===== src/rtl/scan_seq_pkg.sv =====
package scan_seq_pkg;
  typedef enum logic [1:0] {
    SQ_IDLE,
    SQ_WAKE,
    SQ_ACQ,
    SQ_CONV
  } seq_state_t;

  localparam int RES_W = 12;
  localparam int ID_W  = 4;
  localparam logic [ID_W-1:0] TEMP_ID = 4'hF;

  typedef struct packed {
    logic [ID_W-1:0]  id;
    logic [RES_W-1:0] value;
  } result_t;
endpackage


===== src/rtl/start_detect.sv =====
module start_detect #(
  parameter int MIN_LOW = 5
) (
  input  logic clk,
  input  logic rst_n,
  input  logic cnvst_n,
  output logic trig
);
  localparam int CW = $clog2(MIN_LOW + 1);
  localparam logic [CW-1:0] LIM = CW'(MIN_LOW);

  logic [CW-1:0] low_cnt_q, low_cnt_d;

  always_comb begin
    if (!cnvst_n) low_cnt_d = (low_cnt_q == LIM) ? low_cnt_q : low_cnt_q + 1'b1;
    else          low_cnt_d = '0;
  end

  always_ff @(posedge clk or negedge rst_n) begin
    if (!rst_n) low_cnt_q <= '0;
    else        low_cnt_q <= low_cnt_d;
  end

  assign trig = cnvst_n && (low_cnt_q == LIM);


  trig_after_low_chk: assert property (@(posedge clk) disable iff (!rst_n)
    trig |-> $past(!cnvst_n));
endmodule


===== src/rtl/seq_fsm.sv =====
module seq_fsm
  import scan_seq_pkg::*;
#(
  parameter int NUM_CH   = 8,
  parameter int WAKE_CYC = 4,
  parameter int ACQ_CYC  = 3
) (
  input  logic              clk,
  input  logic              rst_n,
  input  logic              trig,
  input  logic [NUM_CH-1:0] mask,
  input  logic              temp_en,
  input  logic              adc_done,
  input  logic [RES_W-1:0]  adc_data,
  output logic              adc_start,
  output logic [ID_W-1:0]   adc_chan,
  output logic              busy,
  output logic              push,
  output result_t           push_data,
  output logic              scan_done
);
  localparam int MAXC = (WAKE_CYC > ACQ_CYC) ? WAKE_CYC : ACQ_CYC;
  localparam int CW   = $clog2(MAXC + 1);
  localparam logic [CW-1:0] WAKE_LD = CW'(WAKE_CYC - 1);
  localparam logic [CW-1:0] ACQ_LD  = CW'(ACQ_CYC - 1);

  seq_state_t        state_q, state_d;
  logic [CW-1:0]     cnt_q, cnt_d;
  logic [NUM_CH-1:0] pend_q, pend_d;
  logic              ptemp_q, ptemp_d;
  logic [ID_W-1:0]   cur_q, cur_d;
  logic              advance, any_pend;
  logic [ID_W-1:0]   nxt_id;

  // pick next item: temperature first, then lowest channel index
  always_comb begin
    any_pend = ptemp_q || (|pend_q);
    nxt_id   = TEMP_ID;
    if (!ptemp_q) begin
      nxt_id = '0;
      for (int i = NUM_CH - 1; i >= 0; i--)
        if (pend_q[i]) nxt_id = ID_W'(i);
    end
  end

  always_comb begin
    state_d   = state_q;
    cnt_d     = cnt_q;
    pend_d    = pend_q;
    ptemp_d   = ptemp_q;
    cur_d     = cur_q;
    advance   = 1'b0;
    push      = 1'b0;
    scan_done = 1'b0;
    case (state_q)
      SQ_IDLE: if (trig) begin
        state_d = SQ_WAKE;
        cnt_d   = WAKE_LD;
        pend_d  = mask;
        ptemp_d = temp_en;
      end
      SQ_WAKE: begin
        if (cnt_q == '0) advance = 1'b1;
        else             cnt_d   = cnt_q - 1'b1;
      end
      SQ_ACQ: begin
        if (cnt_q == '0) state_d = SQ_CONV;
        else             cnt_d   = cnt_q - 1'b1;
      end
      SQ_CONV: if (adc_done) begin
        push    = 1'b1;
        advance = 1'b1;
      end
      default: state_d = SQ_IDLE;
    endcase
    if (advance) begin
      if (any_pend) begin
        state_d = SQ_ACQ;
        cnt_d   = ACQ_LD;
        cur_d   = nxt_id;
        if (ptemp_q) ptemp_d = 1'b0;
        else
          for (int i = 0; i < NUM_CH; i++)
            if (nxt_id == ID_W'(i)) pend_d[i] = 1'b0;
      end else begin
        state_d   = SQ_IDLE;
        scan_done = 1'b1;
      end
    end
  end

  always_ff @(posedge clk or negedge rst_n) begin
    if (!rst_n) begin
      state_q <= SQ_IDLE;
      cnt_q   <= '0;
      pend_q  <= '0;
      ptemp_q <= 1'b0;
      cur_q   <= '0;
    end else begin
      state_q <= state_d;
      cnt_q   <= cnt_d;
      pend_q  <= pend_d;
      ptemp_q <= ptemp_d;
      cur_q   <= cur_d;
    end
  end

  assign busy      = (state_q != SQ_IDLE);
  assign adc_start = (state_q == SQ_ACQ) && (cnt_q == '0);
  assign adc_chan  = cur_q;
  assign push_data = '{id: cur_q, value: adc_data};


  start_strobe_chk: assert property (@(posedge clk) disable iff (!rst_n)
    adc_start |=> !adc_start);
endmodule


===== src/rtl/result_fifo.sv =====
module result_fifo #(
  parameter int DEPTH = 9,
  parameter int W     = 16,
  localparam int CNT_W = $clog2(DEPTH + 1)
) (
  input  logic             clk,
  input  logic             rst_n,
  input  logic             push,
  input  logic [W-1:0]     push_data,
  input  logic             pop,
  output logic [W-1:0]     rd_data,
  output logic             empty,
  output logic [CNT_W-1:0] count
);
  localparam int AW = (DEPTH > 1) ? $clog2(DEPTH) : 1;
  localparam logic [AW-1:0]    LAST = AW'(DEPTH - 1);
  localparam logic [CNT_W-1:0] FULL = CNT_W'(DEPTH);

  logic [W-1:0]     mem [DEPTH];
  logic [AW-1:0]    wptr_q, rptr_q;
  logic [CNT_W-1:0] cnt_q;
  logic             do_push, do_pop;

  assign do_push = push && (cnt_q != FULL);
  assign do_pop  = pop && (cnt_q != '0);

  always_ff @(posedge clk or negedge rst_n) begin
    if (!rst_n) begin
      wptr_q <= '0;
      rptr_q <= '0;
      cnt_q  <= '0;
    end else begin
      if (do_push) wptr_q <= (wptr_q == LAST) ? '0 : wptr_q + 1'b1;
      if (do_pop)  rptr_q <= (rptr_q == LAST) ? '0 : rptr_q + 1'b1;
      if (do_push != do_pop) cnt_q <= do_push ? cnt_q + 1'b1 : cnt_q - 1'b1;
    end
  end

  always_ff @(posedge clk) begin
    if (do_push) mem[wptr_q] <= push_data;
  end

  assign rd_data = mem[rptr_q];
  assign empty   = (cnt_q == '0);
  assign count   = cnt_q;


  no_overflow_chk: assert property (@(posedge clk) disable iff (!rst_n)
    push |-> (cnt_q != FULL));
endmodule


===== src/rtl/scan_sequencer.sv =====
module scan_sequencer
  import scan_seq_pkg::*;
#(
  parameter int NUM_CH   = 8,
  parameter int MIN_LOW  = 5,
  parameter int WAKE_CYC = 4,
  parameter int ACQ_CYC  = 3,
  localparam int CNT_W   = $clog2(NUM_CH + 2)
) (
  input  logic              clk,
  input  logic              rst_n,
  input  logic              cnvst_n,
  input  logic              cs_n,
  input  logic              reg_we,
  input  logic [1:0]        reg_addr,
  input  logic [NUM_CH-1:0] reg_wdata,
  output logic              adc_start,
  output logic [3:0]        adc_chan,
  output logic              adc_pwr,
  input  logic              adc_done,
  input  logic [11:0]       adc_data,
  output logic              busy,
  output logic              eoc_n,
  output logic              overrun,
  input  logic              pop,
  output logic [15:0]       fifo_rd_data,
  output logic              fifo_empty,
  output logic [CNT_W-1:0]  fifo_count
);
  localparam int DEPTH = NUM_CH + 1;

  logic              trig, push, scan_done;
  result_t           push_data;
  logic [NUM_CH-1:0] mask_q, mask_d;
  logic              temp_q, temp_d;
  logic              ovr_q, ovr_d;
  logic              eoc_q, eoc_d;

  start_detect #(.MIN_LOW(MIN_LOW)) u_start (
    .clk(clk), .rst_n(rst_n), .cnvst_n(cnvst_n), .trig(trig)
  );

  seq_fsm #(.NUM_CH(NUM_CH), .WAKE_CYC(WAKE_CYC), .ACQ_CYC(ACQ_CYC)) u_fsm (
    .clk(clk), .rst_n(rst_n), .trig(trig), .mask(mask_q), .temp_en(temp_q),
    .adc_done(adc_done), .adc_data(adc_data), .adc_start(adc_start),
    .adc_chan(adc_chan), .busy(busy), .push(push), .push_data(push_data),
    .scan_done(scan_done)
  );

  result_fifo #(.DEPTH(DEPTH), .W(16)) u_fifo (
    .clk(clk), .rst_n(rst_n), .push(push), .push_data(push_data), .pop(pop),
    .rd_data(fifo_rd_data), .empty(fifo_empty), .count(fifo_count)
  );

  always_comb begin
    mask_d = mask_q;
    temp_d = temp_q;
    ovr_d  = ovr_q;
    eoc_d  = eoc_q;
    if (reg_we && !busy && reg_addr == 2'd0) mask_d = reg_wdata;
    if (reg_we && !busy && reg_addr == 2'd1) temp_d = reg_wdata[0];
    if (reg_we && reg_addr == 2'd2)          ovr_d  = 1'b0;
    if (trig && busy)                        ovr_d  = 1'b1;
    if (!cs_n || !cnvst_n)                   eoc_d  = 1'b1;
    if (scan_done)                           eoc_d  = 1'b0;
  end

  always_ff @(posedge clk or negedge rst_n) begin
    if (!rst_n) begin
      mask_q <= '0;
      temp_q <= 1'b0;
      ovr_q  <= 1'b0;
      eoc_q  <= 1'b1;
    end else begin
      mask_q <= mask_d;
      temp_q <= temp_d;
      ovr_q  <= ovr_d;
      eoc_q  <= eoc_d;
    end
  end

  assign adc_pwr = busy;
  assign eoc_n   = eoc_q;
  assign overrun = ovr_q;


  overrun_set_chk: assert property (@(posedge clk) disable iff (!rst_n)
    (trig && busy) |=> overrun);

  eoc_idle_chk: assert property (@(posedge clk) disable iff (!rst_n)
    !eoc_n |-> !busy);

  mask_frozen_chk: assert property (@(posedge clk) disable iff (!rst_n)
    busy |=> $stable(mask_q));
endmodule


===== config.mk =====
export PLATFORM = sky130hd
export DESIGN_NAME = scan_sequencer
export DESIGN_NICKNAME = d
export VERILOG_FILES = /design/src/rtl/scan_seq_pkg.sv /design/src/rtl/start_detect.sv /design/src/rtl/seq_fsm.sv /design/src/rtl/result_fifo.sv /design/src/rtl/scan_sequencer.sv
export SDC_FILE = /design/constraint.sdc
export NUM_CORES = 1
export LEC_CHECK = 0
export CORE_UTILIZATION = 50
export DETAILED_ROUTE_END_ITERATION = 10
export PLACE_DENSITY_LB_ADDON = 0.12
export SLEW_MARGIN = 20
export SYNTH_ARGS = -nofsm -noshare
export SYNTH_HDL_FRONTEND = slang
export SYNTH_SLANG_ARGS = --single-unit

===== constraint.sdc =====
create_clock -name clk -period 4 [get_ports clk]
set_clock_uncertainty 0.2 [all_clocks]
set_input_delay 0.8 -clock clk [delete_from_list [all_inputs] [get_ports clk]]
set_output_delay 0.8 -clock clk [all_outputs]
set_load 0.01 [all_outputs]

==> key figures <==
Setup path
  • Required time of the critical path: approximately 3 ns
  • CP endpoint kind: output pin
  • Worst r2r src: u_fsm.state_q[1]$_DFFE_PN0P_
  • Crit path DAT: 2.67 ns
  • Reg2reg setup slack: 1.39 ns
  • Worst R2R End: u_fifo.mem[1][4]$_DFFE_PP_
  • Max Fanout on Critical Path: 18
  • Setup Crit Path Kind: register to output pin
  • Startpoint Class: register
  • R2R depth: 6

Synthesis
  • Synth Area per Inst: 16.3 um2
  • Synth top cells by count: 144 x edfxtp_1, 43 x dfrtp_1, 38 x nand2_1
  • Yosys reg bits: about 190
  • Synth async-reset ratio: 23.4%
  • Ranking of synthesized cells by area: edfxtp_1 54%, dfrtp_1 14%, mux4_2 9.0%
  • Count leader, synth: edfxtp_1
  • EDFF count, synth: 144
  • Cell area after synthesis: 0.00797 mm2
  • Post-Syn Nets: 535
  • Area leader, netlist: edfxtp_1
  • Ys flop type: edfxtp_1
  • Yosys warning count: 0
  • Synth cell types: between 60 and 70
  • Synthesized instance count: 488
  • Synth top area share: 54.3%
  • Sequential element share of the synthesized area: 68.1%

CTS
  • H-Tree Level Count: 4
  • Worst-path clk slew: 0.07 ns
  • CTS buffer count: 17
  • Worst skew pair latency: 0.43 ns
  • Clock root cell: clkbuf_16
  • Post-CTS setup buffers: 0
  • Sink Count: 188
  • Clock Tree Buf Depth: 2
  • Post-cts resize count: 0
  • CTS tree: done
  • Hold buffers post-CTS: 0

Timing
  • Final setup viols: 0
  • Fmax: about 270 MHz
  • RSZ-0062 raised after global routing: no
  • Final Critical Period: 3.67 ns
  • Slew Viols, Final: 0
  • Worst Tran Pin Value: 0.691 ns
  • Worst slew margin: between 50 and 60%
  • Fin. Hold Viols: 0
  • Setup TNS: 0 ns
  • Fin crit share: 91.7%

Placed design
  • GP Congestion: 0.779
  • Post-DP HPWL: 9150 um
  • Dpl cell area: ~0.009 mm2
  • Post-Place Cells: 752
  • Port Buffers: 58

Route
  • Highest metal used: met4
  • Via count: about 4300
  • Met3 WL: about 700 um
  • Drt first pass iters: 5
  • Initial DRC Count: approximately 300
  • Met1 Routed Length: 6380 um
  • Post-DRT Antenna Nets: 0
  • Detailed Route WL: between 10000 and 15000 um
  • DRC Markers: 0
  • DR vias/cell: 5.54
  • WL/cell: 18.6 um
  • Routed met2 length: 7370 um

Final layout
  • Storage cell area: 0.00543 mm2
  • Layout cell share with drive strength beyond 1: 17.8%
  • Area Growth Syn to Fin: 17.9%
  • Filler cells: 1151
  • Fin area: about 0.0094 mm2
  • Final nets: 607
  • Fin cells: 784
  • Diode count: 0
  • Multi-input gate area: about 0.0024 mm2

Floorplan
  • Row count: 45
  • Die Ht: 128 um
  • Core area: about 0.015 mm2
  • Die width: 128 um
  • # IOs: 59
  • Total die area: 0.0164 mm2
  • Initial core utilization: 51.8%

Run
  • Max_cap viols: 0

Min path
  • HP Class: input pin to async pin

Global route
  • Initial antenna violation count: 0
  • Vias in the first global route: 4452
  • Grt total ovfl: 0
  • Global-route wire length before repair: ~23000 um
  • All-Layer GR Usage: between 15 and 20%
  • Largest net degree at the start of global routing: 45

Power and ir drop
  • Peak VDD IR: around 0.37 mV
  • Pwr dens: 680 mW/mm2
  • Static Leak: 3.40 nW

Status
  • Outcome: finished clean
how the worst max path moves through the flow:
stage                     slack, ns                     endpoint                         start
final                          0.33             fifo_rd_data[15]  u_fifo.rptr_q[0]$_DFFE_PN0P_
after floorplan                0.87   u_fifo.mem[8][0]$_DFFE_PP_                      adc_done
after CTS                      0.26             fifo_rd_data[15]  u_fifo.rptr_q[0]$_DFFE_PN0P_
after detailed placement       0.69  u_fifo.count[3]$_DFFE_PN0P_                      adc_done
after global placement         0.74  u_fifo.count[3]$_DFFE_PN0P_                      adc_done
after global routing           0.12             fifo_rd_data[15]  u_fifo.rptr_q[0]$_DFFE_PN0P_
cells by family (layout without fill, tap and decap cells):
logic type / Yosys count / count (layout) / share of synthesized area, %
fa+ha+maj: 18 / 18 / 2.92
flops: 188 / 188 / 68.1
xor+xnor: 4 / 4 / 0.440
simple gates: 102 / 102 / 6.69
compound gates: 74 / 74 / 6.11
mux: 68 / 68 / 13.8
buf+inv: 34 / 119 / 1.90
power by group:
part           internal, W  total [W]  switching [W]
Combinational      0.00113    0.00212       0.000990
Sequential         0.00236    0.00268       0.000317
Clock             0.000915    0.00159       0.000677
worst max-delay path, cell delays in order, from the launching register on:
cell and delay, ns:
dfrtp_2 0.72, buf_12 0.25, mux4_2 0.52, mux2i_1 0.14, o21ai_1 0.10, clkdlybuf4s50_1 0.52
registers in the layout, indices dropped and copies added, names as in the netlist:
signal,cells
u_fifo.mem,144
mask_q,8
u_fsm.pend_q,8
u_fifo.count,4
u_fifo.rptr_q,4
u_fifo.wptr_q,4
u_fsm.adc_chan,4
u_fsm.cnt_q,3
u_start.low_cnt_q,3
u_fsm.state_q,2
eoc_n,1
overrun,1
temp_q,1
u_fsm.ptemp_q,1
metal layers:
| layer | GRT usage, % | vias up |
|---|---|---|
| li1 | - | 2038 |
| met1 | 25.0 | 2163 |
| met2 | 32.1 | 126 |
| met3 | 4.59 | 14 |
| met4 | 6.30 | 0 |
| met5 | 0 | - |
area by class of cell:
cell class | instances | area share (%)
clock buffer | 20 | 4.65
clock inverter | 12 | 1.31
inverter | 16 | 0.639
multi-input combinational | 266 | 25.5
sequential | 188 | 57.8
tap | 211 | 2.81
timing repair buffer | 71 | 7.32
per-stage QoR:
step	hold slack (ns)	worst slack, ns	power (W)	util (%)
3_3_place_gp	0.291	0.737	0.00480	57.5
6_report	0.164	0.331	0.00639	61.1
2_1_floorplan	0.269	0.868	0.00409	-
3_5_place_dp	0.297	0.686	0.00486	57.5
5_1_grt	0.197	0.116	0.00675	61.1
4_1_cts	0.312	0.260	0.00645	61.1
cell usage in the layout, fill, tap and decap left out, types with 4 or more instances in the layout:
master           count
a21oi_1             10
a31oi_1              4
and2_1               9
and3_1               4
buf_4               13
clkbuf_16           17
clkdlybuf4s50_1     57
dfrtp_1             42
edfxtp_1           144
ha_1                17
inv_1               15
mux2_2              12
mux2i_1             21
mux4_2              32
nand2_1             38
nand3_1              4
nor2_1              18
nor3_1               6
o21ai_0             18
o21ai_1             18
Power figures use the tool's default switching activity.
